$ cat src/rtl/nwsram_pkg.sv
package nwsram_pkg;

    typedef enum logic [1:0] {
        OP_IDLE  = 2'd0,
        OP_READ  = 2'd1,
        OP_WRITE = 2'd2
    } op_e;

    localparam int BEAT_W = 2;
    typedef logic [BEAT_W-1:0] beat_t;

    // Low address bits of a beat: XOR order or wrapping increment order.
    function automatic beat_t beat_offset(input beat_t base, input beat_t cnt, input logic ilv);
        beat_t r;
        if (ilv) r = base ^ cnt;
        else     r = beat_t'(base + cnt);
        return r;
    endfunction

endpackage

$ cat src/rtl/nwsram_cmd.sv
module nwsram_cmd
    import nwsram_pkg::*;
#(
    parameter int AW = 6
) (
    input  logic          clk,
    input  logic          rst,
    input  logic          adv_en,
    input  logic          sel_ok,
    input  logic          load_n,
    input  logic          wr_n,
    input  logic          ilv,
    input  logic [AW-1:0] addr,
    output op_e           iss_op,
    output logic [AW-1:0] iss_addr,
    output logic          burst_live,
    output beat_t         burst_cnt
);

    logic          live_q, live_d;
    logic          wr_q, wr_d;
    logic [AW-1:0] base_q, base_d;
    beat_t         cnt_q, cnt_d;

    always_comb begin
        if (!load_n) begin
            live_d = sel_ok;
            wr_d   = ~wr_n;
            base_d = addr;
            cnt_d  = '0;
        end else begin
            live_d = live_q;
            wr_d   = wr_q;
            base_d = base_q;
            cnt_d  = live_q ? beat_t'(cnt_q + 1'b1) : cnt_q;
        end
    end

    always_ff @(posedge clk) begin
        if (rst) begin
            live_q <= 1'b0;
            wr_q   <= 1'b0;
            base_q <= '0;
            cnt_q  <= '0;
        end else if (adv_en) begin
            live_q <= live_d;
            wr_q   <= wr_d;
            base_q <= base_d;
            cnt_q  <= cnt_d;
        end
    end

    assign iss_op     = !live_d ? OP_IDLE : (wr_d ? OP_WRITE : OP_READ);
    assign iss_addr   = {base_d[AW-1:BEAT_W], beat_offset(base_d[BEAT_W-1:0], cnt_d, ilv)};
    assign burst_live = live_q;
    assign burst_cnt  = cnt_q;

endmodule

$ cat src/rtl/nwsram_pipe.sv
module nwsram_pipe
    import nwsram_pkg::*;
#(
    parameter int AW     = 6,
    parameter int LANES  = 2,
    parameter int STAGES = 2
) (
    input  logic             clk,
    input  logic             rst,
    input  logic             en,
    input  op_e              in_op,
    input  logic [AW-1:0]    in_addr,
    input  logic [LANES-1:0] in_lane_n,
    output op_e              out_op,
    output logic [AW-1:0]    out_addr,
    output logic [LANES-1:0] out_lane_n
);

    op_e              op_q   [STAGES];
    logic [AW-1:0]    addr_q [STAGES];
    logic [LANES-1:0] lane_q [STAGES];

    always_ff @(posedge clk) begin
        if (rst) begin
            for (int s = 0; s < STAGES; s++) begin
                op_q[s]   <= OP_IDLE;
                addr_q[s] <= '0;
                lane_q[s] <= '1;
            end
        end else if (en) begin
            op_q[0]   <= in_op;
            addr_q[0] <= in_addr;
            lane_q[0] <= in_lane_n;
            for (int s = 1; s < STAGES; s++) begin
                op_q[s]   <= op_q[s-1];
                addr_q[s] <= addr_q[s-1];
                lane_q[s] <= lane_q[s-1];
            end
        end
    end

    assign out_op     = op_q[STAGES-1];
    assign out_addr   = addr_q[STAGES-1];
    assign out_lane_n = lane_q[STAGES-1];

endmodule

$ cat src/rtl/nwsram_array.sv
module nwsram_array #(
    parameter int AW    = 6,
    parameter int LANES = 2,
    parameter int LW    = 8
) (
    input  logic                clk,
    input  logic                en,
    input  logic                wr,
    input  logic [AW-1:0]       addr,
    input  logic [LANES-1:0]    lane_n,
    input  logic [LANES*LW-1:0] wdata,
    output logic [LANES*LW-1:0] rd_data
);

    localparam int DEPTH = 1 << AW;

    for (genvar l = 0; l < LANES; l++) begin : g_lane
        logic [LW-1:0] mem [DEPTH];

        always_ff @(posedge clk) begin
            if (en && wr && !lane_n[l]) mem[addr] <= wdata[l*LW +: LW];
        end

        assign rd_data[l*LW +: LW] = mem[addr];
    end

endmodule

$ cat src/rtl/nw_burst_sram.sv
module nw_burst_sram
    import nwsram_pkg::*;
#(
    parameter int AW      = 6,
    parameter int LANES   = 2,
    parameter int LW      = 8,
    parameter int LATENCY = 2
) (
    input  logic                clk,
    input  logic                rst,
    input  logic                clk_en_n,
    input  logic                sel_a_n,
    input  logic                sel_b,
    input  logic                sel_c_n,
    input  logic                load_n,
    input  logic                wr_n,
    input  logic [LANES-1:0]    lane_wr_n,
    input  logic                out_en_n,
    input  logic                order_ilv,
    input  logic [AW-1:0]       addr,
    input  logic [LANES*LW-1:0] wdata,
    output logic [LANES*LW-1:0] rdata,
    output logic                rdata_oe
);

    localparam int DW = LANES * LW;

    logic             adv_en;
    logic             sel_ok;
    op_e              iss_op;
    logic [AW-1:0]    iss_addr;
    logic             burst_live;
    beat_t            burst_cnt;
    op_e              ex_op;
    logic [AW-1:0]    ex_addr;
    logic [LANES-1:0] ex_lane_n;
    logic [DW-1:0]    rd_data;
    logic [DW-1:0]    rdata_q;
    logic             rd_live_q;

    assign adv_en = ~clk_en_n;
    assign sel_ok = ~sel_a_n & sel_b & ~sel_c_n;

    nwsram_cmd #(.AW(AW)) u_cmd (
        .clk        (clk),
        .rst        (rst),
        .adv_en     (adv_en),
        .sel_ok     (sel_ok),
        .load_n     (load_n),
        .wr_n       (wr_n),
        .ilv        (order_ilv),
        .addr       (addr),
        .iss_op     (iss_op),
        .iss_addr   (iss_addr),
        .burst_live (burst_live),
        .burst_cnt  (burst_cnt)
    );

    nwsram_pipe #(.AW(AW), .LANES(LANES), .STAGES(LATENCY)) u_pipe (
        .clk        (clk),
        .rst        (rst),
        .en         (adv_en),
        .in_op      (iss_op),
        .in_addr    (iss_addr),
        .in_lane_n  (lane_wr_n),
        .out_op     (ex_op),
        .out_addr   (ex_addr),
        .out_lane_n (ex_lane_n)
    );

    nwsram_array #(.AW(AW), .LANES(LANES), .LW(LW)) u_array (
        .clk     (clk),
        .en      (adv_en),
        .wr      (ex_op == OP_WRITE),
        .addr    (ex_addr),
        .lane_n  (ex_lane_n),
        .wdata   (wdata),
        .rd_data (rd_data)
    );

    always_ff @(posedge clk) begin
        if (rst) begin
            rd_live_q <= 1'b0;
            rdata_q   <= '0;
        end else if (adv_en) begin
            rd_live_q <= (ex_op == OP_READ);
            if (ex_op == OP_READ) rdata_q <= rd_data;
        end
    end

    assign rdata    = rdata_q;
    assign rdata_oe = rd_live_q & ~out_en_n;

endmodule

$ cat config.mk
export PLATFORM = sky130hd
export DESIGN_NAME = nw_burst_sram
export DESIGN_NICKNAME = d
export VERILOG_FILES = /design/src/rtl/nwsram_pkg.sv /design/src/rtl/nwsram_cmd.sv /design/src/rtl/nwsram_pipe.sv /design/src/rtl/nwsram_array.sv /design/src/rtl/nw_burst_sram.sv
export SDC_FILE = /design/constraint.sdc
export NUM_CORES = 1
export LEC_CHECK = 0
export BUFFER_PORTS_ARGS = -buffer_cell sky130_fd_sc_hd__clkbuf_2
export CAP_MARGIN = 20
export CORE_UTILIZATION = 30
export CTS_CLUSTER_SIZE = 12
export DETAILED_ROUTE_END_ITERATION = 10
export PLACE_DENSITY_LB_ADDON = 0.12
export SYNTH_ARGS = -nofsm -noshare
export SYNTH_HDL_FRONTEND = slang
export SYNTH_HIERARCHICAL = 1
export SYNTH_SLANG_ARGS = --single-unit
export TNS_END_PERCENT = 20
$ cat constraint.sdc
create_clock -name clk -period 3.08 [get_ports clk]
set_input_delay 0.77 -clock clk [delete_from_list [all_inputs] [get_ports clk]]
set_output_delay 0.77 -clock clk [all_outputs]
set_load 0.05 [all_outputs]
==> impl_metrics.csv <==
group,metric,value,unit
place,dp_cells,4625,
yosys,ys_ff_latch,1071,
run_status,status,"finished, final reports clean",
timing,fin_crit_sh,0.975,
grt,antenna_found_initial,3,
yosys,syn_nets,2579,
timing,slew_violations,0,
floorplan,dieHeight,376,um
floorplan,dieArea,142000,sq um
layout,stdcell_area,50700,sq um
layout,seqCellArea,31900,sq um
clock_tree,cts_tree,"yes",
timing,timing.fmax,333,MHz
detailed_routing,avgRoutedWirePerCell,29.3,um
floorplan,design.core.area,138000,sq um
layout,instances_no_fill,4842,
place,dpl_cell_area,47000,sq um
timing,tightest_slew,1.12,ns
clock_tree,clk-insertion-delay-late,0.73,ns
grt,overflow,0,
floorplan,start_util,0.304,
grt,grt_pass1_wl,201000,um
timing,setup_viol,0,
grt,first_global_vias,25800,
clock_tree,root_buffer,"clkbuf_16",
layout,drive_gt1_frac,0.239,
clock_tree,cts-htree-levels,3,
detailed_routing,drc,0,
layout,fill_cells,13100,
detailed_routing,vias_per_cell,5.25,
floorplan,rows,136,
worst_setup_path,crit_type,"reg2reg",
yosys,ys_warn_count,6,
yosys,synth_ff_type,"edfxtp_1",
min_path,min_path_type,"in2reg",
layout,multiInputGateArea,9170,sq um
pwr,powerDensity,625,nW/um^2
layout,fin_util,0.367,
timing,timing.setup.tns,0,ns
worst_setup_path,worst_setup_path_end_kind,"register",
grt,track_usage,0.200,
worst_setup_path,crit_fanout,32,
yosys,syn-cell-area,42000,sq um
grt,grt_max_degree,90,
place,dpl.hpwl,91900,um
floorplan,io_pins,51,
detailed_routing,drt_iter0_markers,2278,
floorplan,die_x,376,um
timing,hold_viol,0,
yosys,synth_cell_types,74,
place,port_buffers,50,
pwr,vdd_drop_max,558,uV
clock_tree,clkTransAtPathRegs,0.06,ns
timing,finClkSkew,0.0308,ns
yosys,ys_seq_area_frac,0.759,
clock_tree,clock_path_buffers,3,
detailed_routing,vias,25400,
layout,area_delta_synth_final,20.8,%
yosys,syn_avg_cell_area,16.5,sq um
yosys,synthArstFlopShare,0,
detailed_routing,drt_wl_total,142000,um
pwr,total_power,31.7,mW
yosys,synth_edf_count,1044,
clock_tree,clock_sinks,1071,
place,gp_congestion,0.843,
clock_tree,cts_buffers,114,
job,maxCapViolCount,0,
yosys,synthCells,2544,
timing,min_period,3.00,ns
layout,layout.nets,2916,
clock_tree,cts_hold_buf,0,
pwr,p_leak,16.4,nW
timing,grt_setup_unrepaired,"yes",
worst_setup_path,arrival,3.62,ns
worst_setup_path,start_kind,"register",
detailed_routing,final_antenna_net_count,0,
worst_setup_path,crit_required,3.70,ns
timing,relSlewSlack,0.254,
detailed_routing,dr.pass1.iters,8,
==> kinds of logic after synthesis <==
family	after synthesis	synth area share
buffers and inverters	217	0.0259
AO/OA/AOI/OAI	640	0.114
AND/OR/NAND/NOR	431	0.0494
flip-flops	1071	0.759
XOR/XNOR	4	0.000834
adder cells (fa/ha/maj)	1	0.000298
multiplexers	180	0.0503
==> final timing paths <==
check | startpoint | to | slack (ns) | depth (start not counted)
worst min-delay path | wr_n | u_cmd/wr_q | 0.25 | 2
worst max register to register | u_pipe/addr_q[0][8] | rdata[4] | 0.08 | 10
worst min register to register | rdata[12] | rdata[12] | 0.47 | 2
worst max-delay path | u_pipe/addr_q[0][8] | rdata[4] | 0.08 | 10
==> timing repair <==
item                                    CTS  global route
gates resized for setup                   9            21
pin swaps                                 0             5
cloned                                    0             0
endpoints found under the setup margin   98            13
buffers inserted                          3             0
==> cell type report <==
class,instances,area share
clock inverter,67,0.0105
sequential,1071,0.629
multi-input combinational,1256,0.181
tap,1863,0.0460
timing repair buffer,434,0.0741
clock buffer,146,0.0596
antenna,1,0.0000493
inverter,4,0.000296
==> critical path, cell delays in order (launching register included) <==
cell      delay, ns
edfxtp_1       0.48
buf_12         0.22
buf_16         0.25
buf_12         0.19
mux2_2         0.34
a221o_1        0.32
a22oi_2        0.36
o211ai_1       0.13
or3_1          0.38
nand2b_1       0.08
mux2i_1        0.06
==> placed cells by master, fill, tap and decap left out, types with 9 or more instances in the layout <==
cell       netlist  final
or3_1           12     12
o21ai_1          2      9
nor3_1          35     34
and3b_1         19     19
dfxtp_1         27     27
buf_12           1     46
buf_4           30    333
mux2_2          73     73
clkbuf_2         0     50
mux2i_1         89     89
o21ai_0         75     67
a22oi_1        144    141
clkbuf_1        75     28
nand4_1         11     11
edfxtp_1      1044   1044
a221oi_1       175    173
nand2b_1        36     36
a21oi_1         65     65
clkbuf_16        0    115
mux4_2          17     17
nand3_1         13     13
a22o_1          26     26
a221o_1         18     18
nor2_1         211    210
clkinv_2         0     18
o221ai_1        19     18
clkinv_1         0     34
o22ai_1         47     45
nand2_1         51     49
==> Yosys cell counts, types with 7 or more instances <==
| library cell | count | area share |
|---|---|---|
| edfxtp_1 | 1044 | 0.75 |
| nor2_1 | 211 | 0.019 |
| a221oi_1 | 175 | 0.036 |
| a22oi_1 | 144 | 0.026 |
| mux2i_1 | 89 | 0.021 |
| clkbuf_1 | 75 | 0.0067 |
| o21ai_0 | 75 | 0.0089 |
| buf_2 | 74 | 0.0088 |
| mux2_2 | 73 | 0.020 |
| a21oi_1 | 65 | 0.0077 |
| nand2_1 | 51 | 0.0046 |
| o22ai_1 | 47 | 0.0070 |
| nand2b_1 | 36 | 0.0054 |
| nor3_1 | 35 | 0.0042 |
| buf_4 | 30 | 0.0054 |
| dfxtp_1 | 27 | 0.013 |
| a22o_1 | 26 | 0.0054 |
| buf_1 | 26 | 0.0023 |
| and3b_1 | 19 | 0.0040 |
| o221ai_1 | 19 | 0.0040 |
| a221o_1 | 18 | 0.0043 |
| mux4_2 | 17 | 0.0091 |
| nand3_1 | 13 | 0.0015 |
| nor2b_1 | 12 | 0.0018 |
| or3_1 | 12 | 0.0018 |
| nand4_1 | 11 | 0.0016 |
| a31oi_1 | 8 | 0.0012 |
| o22a_1 | 8 | 0.0017 |
| buf_6 | 7 | 0.0019 |
==> report_power, final <==
group	leakage, nW	internal, mW	total [mW]	switching, mW
clock	1.74	7.56	13.2	5.69
sequential	9.63	16.0	16.0	0.0283
combinational	5.06	0.805	2.40	1.60
==> metal layers <==
layer / global-route usage / wire length [um] / vias to the layer above
met5: 0 / 17 / -
met4: 0.0515 / 3580 / 2
met3: 0.0286 / 6420 / 193
met2: 0.336 / 69800 / 737
met1: 0.270 / 62200 / 13400
li1: - / - / 11100
==> registers in the layout (all words and copies together) (netlist names) <==
| signal | cells |
|---|---|
| u_array/g_lane.mem | 1024 |
| u_cmd/burst_live | 1 |
| u_cmd/burst_cnt | 2 |
| u_pipe/addr_q | 12 |
| rd_live_q | 1 |
| rdata | 16 |
| u_cmd/base_q | 6 |
| u_pipe/op_q | 4 |
| u_pipe/lane_q | 4 |
| u_cmd/wr_q | 1 |
==> per-stage QoR <==
stage | worst slack, ns | hold WS (ns)
final | 0.0770 | 0.250
after global routing | -0.0697 | 0.226
after CTS | 0.00622 | 0.185
after detailed placement | -0.178 | 0.472
after global placement | -0.180 | 0.466
after floorplan | 0.415 | 0.454
No activity file was read; power rests on OpenSTA's default activity.
